==> config.mk <==
export PLATFORM = sky130hd
export DESIGN_NAME = carry_chain_analyzer
export DESIGN_NICKNAME = d
export VERILOG_FILES = /design/src/rtl/ccl_pkg.sv /design/src/rtl/ccl_bit_class.sv /design/src/rtl/ccl_run_scan.sv /design/src/rtl/ccl_max_select.sv /design/src/rtl/carry_chain_analyzer.sv
export SDC_FILE = /design/constraint.sdc
export NUM_CORES = 1
export LEC_CHECK = 0
export ABC_AREA = 1
export BUFFER_PORTS_ARGS = -buffer_cell sky130_fd_sc_hd__buf_2
export CAP_MARGIN = 20
export CORE_ASPECT_RATIO = 0.7
export CORE_MARGIN = 1.5
export CORE_UTILIZATION = 45
export CTS_CLUSTER_SIZE = 10
export DETAILED_ROUTE_END_ITERATION = 6
export GPL_TIMING_DRIVEN = 0
export PLACE_DENSITY_LB_ADDON = 0.2
export SYNTH_ARGS = -nofsm -noshare
export SYNTH_HDL_FRONTEND = slang
export SYNTH_SLANG_ARGS = --single-unit
==> constraint.sdc <==
create_clock -name clk -period 30.9 [get_ports clk]
set_input_delay 4.635 -clock clk [delete_from_list [all_inputs] [get_ports clk]]
set_output_delay 4.635 -clock clk [all_outputs]
set_load 0.005 [all_outputs]
==> src/rtl/ccl_pkg.sv <==
// Shared types for the carry chain length analyzer.
// Assumes nothing beyond a two-operand binary sum.
package ccl_pkg;
    // Role a single bit position plays in carry movement.
    typedef enum logic [1:0] {
        BC_KILL = 2'd0,  // both operand bits 0: an incoming carry dies here
        BC_PROP = 2'd1,  // exactly one operand bit 1: an incoming carry passes through
        BC_GEN  = 2'd2   // both operand bits 1: a new carry is created here
    } bit_cls_e;
endpackage

==> src/rtl/ccl_bit_class.sv <==
// Classifies each operand bit position as kill, propagate or generate.
// It then exposes the generate and propagate vectors.
// Assumes the two operands have equal width N. Purely combinational.
module ccl_bit_class
    import ccl_pkg::*;
#(
    parameter int N = 16
) (
    input  logic [N-1:0] op_a,
    input  logic [N-1:0] op_b,
    output logic [N-1:0] gen,
    output logic [N-1:0] prop
);
    bit_cls_e cls [N];

    for (genvar i = 0; i < N; i++) begin : g_bit
        // Decide the role of bit i.
        always_comb begin
            if (op_a[i] & op_b[i])      cls[i] = BC_GEN;
            else if (op_a[i] ^ op_b[i]) cls[i] = BC_PROP;
            else                        cls[i] = BC_KILL;
        end
        assign gen[i]  = (cls[i] == BC_GEN);
        assign prop[i] = (cls[i] == BC_PROP);
    end
endmodule

==> src/rtl/ccl_run_scan.sv <==
// For every bit position, gives the length of the chain that starts there.
// The length is 1 plus the unbroken run of propagate bits directly above,
// or 0 where the bit does not generate.
// Assumes gen and prop are never both set on one bit. Combinational.
module ccl_run_scan #(
    parameter int N  = 16,
    parameter int LW = $clog2(N + 1)
) (
    input  logic [N-1:0]          gen,
    input  logic [N-1:0]          prop,
    output logic [N-1:0][LW-1:0]  chain_len
);
    // prun[i]: number of consecutive propagate bits starting at bit i upward.
    logic [N-1:0][LW-1:0] prun;

    for (genvar i = N - 1; i >= 0; i--) begin : g_scan
        if (i == N - 1) begin : g_top
            // The top bit has nothing above it.
            assign prun[i]      = prop[i] ? LW'(1) : '0;
            assign chain_len[i] = gen[i] ? LW'(1) : '0;
        end else begin : g_mid
            // Extend the propagate run from the bit above.
            assign prun[i]      = prop[i] ? prun[i+1] + LW'(1) : '0;
            // A chain starting here crosses the whole run above it.
            assign chain_len[i] = gen[i] ? prun[i+1] + LW'(1) : '0;
        end
    end
endmodule

==> src/rtl/ccl_max_select.sv <==
// Selects the longest chain length and its start index, and tallies chains.
// Ties resolve to the lowest index, because only a strictly greater length
// replaces the current best during an ascending scan.
// Assumes chain_len is 0 wherever gen is 0. Combinational.
module ccl_max_select #(
    parameter int N  = 16,
    parameter int LW = $clog2(N + 1),
    parameter int IW = $clog2(N)
) (
    input  logic [N-1:0]          gen,
    input  logic [N-1:0][LW-1:0]  chain_len,
    output logic [LW-1:0]         best_len,
    output logic [IW-1:0]         best_idx,
    output logic [LW-1:0]         num_chains
);
    // Ascending scan with strict comparison: the lowest start wins ties.
    always_comb begin
        best_len = '0;
        best_idx = '0;
        for (int i = 0; i < N; i++) begin
            if (chain_len[i] > best_len) begin
                best_len = chain_len[i];
                best_idx = IW'(i);
            end
        end
    end

    // Population count of the generate bits, one chain per bit.
    always_comb begin
        num_chains = '0;
        for (int i = 0; i < N; i++) begin
            num_chains = num_chains + LW'(gen[i]);
        end
    end
endmodule

==> src/rtl/carry_chain_analyzer.sv <==
// Top of the carry chain length analyzer.
// On an in_valid strobe it registers the longest chain's weight, start and
// finish, plus the chain count, and pulses out_valid for one cycle.
// Assumes a synchronous active-low reset and no back-pressure.
module carry_chain_analyzer #(
    parameter  int N  = 16,
    localparam int LW = $clog2(N + 1),
    localparam int IW = $clog2(N)
) (
    input  logic          clk,
    input  logic          rst_n,
    input  logic          in_valid,
    input  logic [N-1:0]  in_a,
    input  logic [N-1:0]  in_b,
    output logic          out_valid,
    output logic [LW-1:0] out_weight,
    output logic [IW-1:0] out_start,
    output logic [IW-1:0] out_finish,
    output logic [LW-1:0] out_count
);
    logic [N-1:0]         gen;
    logic [N-1:0]         prop;
    logic [N-1:0][LW-1:0] chain_len;
    logic [LW-1:0]        best_len;
    logic [IW-1:0]        best_idx;
    logic [LW-1:0]        num_chains;
    logic [LW-1:0]        fin_wide;
    logic [IW-1:0]        best_fin;

    ccl_bit_class #(.N(N)) u_class (
        .op_a (in_a),
        .op_b (in_b),
        .gen  (gen),
        .prop (prop)
    );

    ccl_run_scan #(.N(N), .LW(LW)) u_scan (
        .gen       (gen),
        .prop      (prop),
        .chain_len (chain_len)
    );

    ccl_max_select #(.N(N), .LW(LW), .IW(IW)) u_select (
        .gen        (gen),
        .chain_len  (chain_len),
        .best_len   (best_len),
        .best_idx   (best_idx),
        .num_chains (num_chains)
    );

    // Finish index of the winning chain; 0 when there is no chain.
    always_comb begin
        fin_wide = LW'(best_idx) + best_len - LW'(1);
        best_fin = (best_len == '0) ? '0 : fin_wide[IW-1:0];
    end

    // Strobe register: one pulse per accepted operand pair.
    always_ff @(posedge clk) begin
        if (!rst_n) out_valid <= 1'b0;
        else        out_valid <= in_valid;
    end

    // Result registers: load on a strobe, otherwise hold.
    always_ff @(posedge clk) begin
        if (!rst_n) begin
            out_weight <= '0;
            out_start  <= '0;
            out_finish <= '0;
            out_count  <= '0;
        end else if (in_valid) begin
            out_weight <= best_len;
            out_start  <= best_idx;
            out_finish <= best_fin;
            out_count  <= num_chains;
        end
    end
endmodule

==> metrics.yaml <==
final_layout:
  drive_gt1_frac: 0.3188
  finalNetCount: 1269
  antennaDiodeCount: 0
  final_core_util: 0.5835
  area.growth.synth_to_final_pct: 25.46
  layoutNonFillerInstCount: 1305
worst_setup_path:
  cpMostUsedCell: "nand2_1"
  worst-r2r-cell-count: 2
  cp_top_family: "simple AND/OR/NAND/NOR gates"
  critPathLaunchType: "primary input"
  reg2reg_from: "out_count[1]$_SDFFE_PN0P_"
  end_kind: "flip-flop"
  crit_path_max_incr_delay_ps: 390
  required_ps: 31100
  path_buf_inv: 38
  cp_slowest_cell: "nor4_4"
  critPathMaxFanout: 8
  crit_arrival_ps: 29910
  r2r_setup_slack_ps: 30240
  path_class: "in2reg"
  rr_endpoint: "out_count[1]$_SDFFE_PN0P_"
logic_synthesis:
  synthesis.area_sq_um: 6191
  synth_cell_types: 46
  yosys_most_used_dff: "dfxtp_1"
  synth.top_cell.area_share: 0.2061
  synth_edf_count: 0
  synth_area_leaders: "ha_1, nand2_1, inv_1"
  postSynthAreaPerCell_sq_um: 6.154
  synth.yosys.seq_area_share: 0.06144
  async_flop_share: 0
  synth_area_leader_cell: "ha_1"
  syn_inst: 1006
  synth_seq_cells: 19
  yosys_warnings: 0
global_routing:
  met3_usage: 0.009929
  gr-usage-met1: 0.3544
  grt_antenna_before_repair: 0
  grt_overflow_total: 0
  busiest_layer: "met1"
  grt_usage: 0.2188
  grt_pass1_vias: 5685
  grt_max_degree: 12
  met2_usage: 0.3263
  grt_pass1_wl_mm: 26.17
die:
  io_pins: 54
  dieArea_sq_um: 14480
  fp.dieW_microns: 143.2
  std_cell_rows: 35
  fp.dieH_microns: 101.1
  core_sq_um: 13310
  initial_utilization: 0.4650
sta:
  final-hold-violation-count: 0
  max_clock_freq_mhz: 33.66
  skew_ps: 0
  final_max_slew_viol_count: 0
  setup_viol_count_final: 0
  setup-tns-final_ps: 0
  fin_crit_sh: 0.9616
  min_period_ps: 29710
routing:
  drcViolationCount: 0
  wl_per_cell_microns: 12.76
  detail-route-antenna-nets: 0
  first_pass_iters: 5
  drt-total-wl_mm: 16.65
  route.vias.total: 6619
  vias_per_cell: 5.072
  drt_iter0_drc: 324
clock_tree:
  h-tree-depth: 1
  cts_tree: "done"
  clock_sinks: 19
  clock_latency_ps: 250
  clk_path_buf_depth: 2
  cts.reportedPaths.clkPinSlew_ps: 50
  root_buffer: "clkbuf_16"
  cts_buffers: 3
hold_path:
  min_from: "out_finish[0]$_SDFFE_PN0P_"
  hold_end: "out_finish[0]$_SDFFE_PN0P_"
  hold_path_class: "reg2reg"
  whs_path_depth: 2
job:
  cap_violations: 0
placement:
  place_congestion: 0.8677
  dp.cells: 1246
  dp_hpwl_mm: 12.99
  port_buffers: 53
run_status:
  outcome: "finished, final reports clean"
-- logic make-up (layout without fill, tap and decap cells) --
| group | after synthesis | after routing | synth area share |
|---|---|---|---|
| AND/OR/NAND/NOR | 572 | 572 | 0.4717 |
| buffers and inverters | 195 | 307 | 0.1239 |
| adder cells (fa/ha/maj) | 113 | 113 | 0.2417 |
| AO/OA/AOI/OAI | 103 | 103 | 0.09640 |
| flip-flops | 19 | 19 | 0.06144 |
| XOR/XNOR | 3 | 3 | 0.004245 |
| other | 1 | 3 | 0.0006057 |
-- cells in the mapped netlist (8+ instances only) --
| cell type | n |
|---|---|
| a21oi_1 | 32 |
| and2_1 | 10 |
| dfxtp_1 | 19 |
| fa_1 | 11 |
| ha_1 | 102 |
| inv_1 | 161 |
| inv_2 | 18 |
| nand2_1 | 265 |
| nand2_2 | 27 |
| nand2_4 | 10 |
| nand3_1 | 82 |
| nand3_2 | 32 |
| nor2_1 | 89 |
| nor2_2 | 11 |
| nor3_1 | 8 |
| o211ai_1 | 8 |
| o21ai_0 | 34 |
| o21ai_1 | 11 |
-- flip-flops by register name, summed over array words and instances (netlist names) --
signal      cells
out_start       4
out_finish      4
out_weight      5
out_valid       1
out_count       5
-- area by class of cell --
cell class	count	area, sq um
plain buffers	14	85.08
inverters	181	689.4
well taps	185	231.5
repair buffers	108	694.4
fillers	1289	5545
clock buffers	3	75.07
clock inverters	1	5.005
multi-input cells	794	5607
flip-flops and latches	19	380.4
-- cell usage in the layout, fill, tap and decap left out, drive strengths merged, types with 4 or more instances in the layout --
master  Yosys  final
o21bai      4      4
nand4      17     17
clkbuf      2      5
nor3        9      9
nand2     302    302
inv       180    180
dfxtp      19     19
a21oi      32     32
and2       11     11
o211ai      9      9
buf        12    120
ha        102    102
o21ai      52     52
nor4        7      7
nand3     116    116
nor2      103    103
fa         11     11
or2         5      5
-- per-stage QoR --
| stage | cell area (sq um) | worst slack (ps) | hold slack, ps |
|---|---|---|---|
| after floorplan | 6198 | 831.6 | 461.3 |
| after global placement | 6695 | -3642 | 465.6 |
| after detailed placement | 6695 | -3819 | 465.2 |
| after CTS | 6985 | 1.489 | 473.5 |
| after global routing | 7767 | -595.0 | 493.0 |
| final | 7767 | 1188 | 474.6 |
-- tightest hold or removal path, cell delays in order (launching register included) --
cell     delay, ps
dfxtp_1        310
nand2_1         60
a21oi_1         60
-- routing by layer --
layer	share of wire	up-vias
met5	0	-
met4	0.0058	0
met3	0.046	9
met2	0.41	155
met1	0.54	2984
li1	-	3471
-- what timing repair did --
item                       in CTS  in global routing
setup buffers                  13                 42
hold buffers                    0                  0
setup endpoints to repair      10                 10
pin swaps                       8                 35
resized for setup              35                 97
-- how the worst max path moves through the flow --
stage                   from                    endpoint  slack [ps]  cells after the start
CTS                 in_a[15]  out_finish[3]$_SDFFE_PN0P_           1                    182
global placement    in_a[15]  out_finish[3]$_SDFFE_PN0P_       -3640                    181
floorplan           in_a[15]  out_finish[3]$_SDFFE_PN0P_         830                    184
global route        in_a[15]  out_finish[3]$_SDFFE_PN0P_        -600                    186
detailed placement  in_a[15]  out_finish[3]$_SDFFE_PN0P_       -3820                    181
finish              in_a[15]  out_finish[3]$_SDFFE_PN0P_        1190                    182
Power is not shown: default switching activity piles up to over one toggle a cycle in this logic, so the estimate is an artifact.
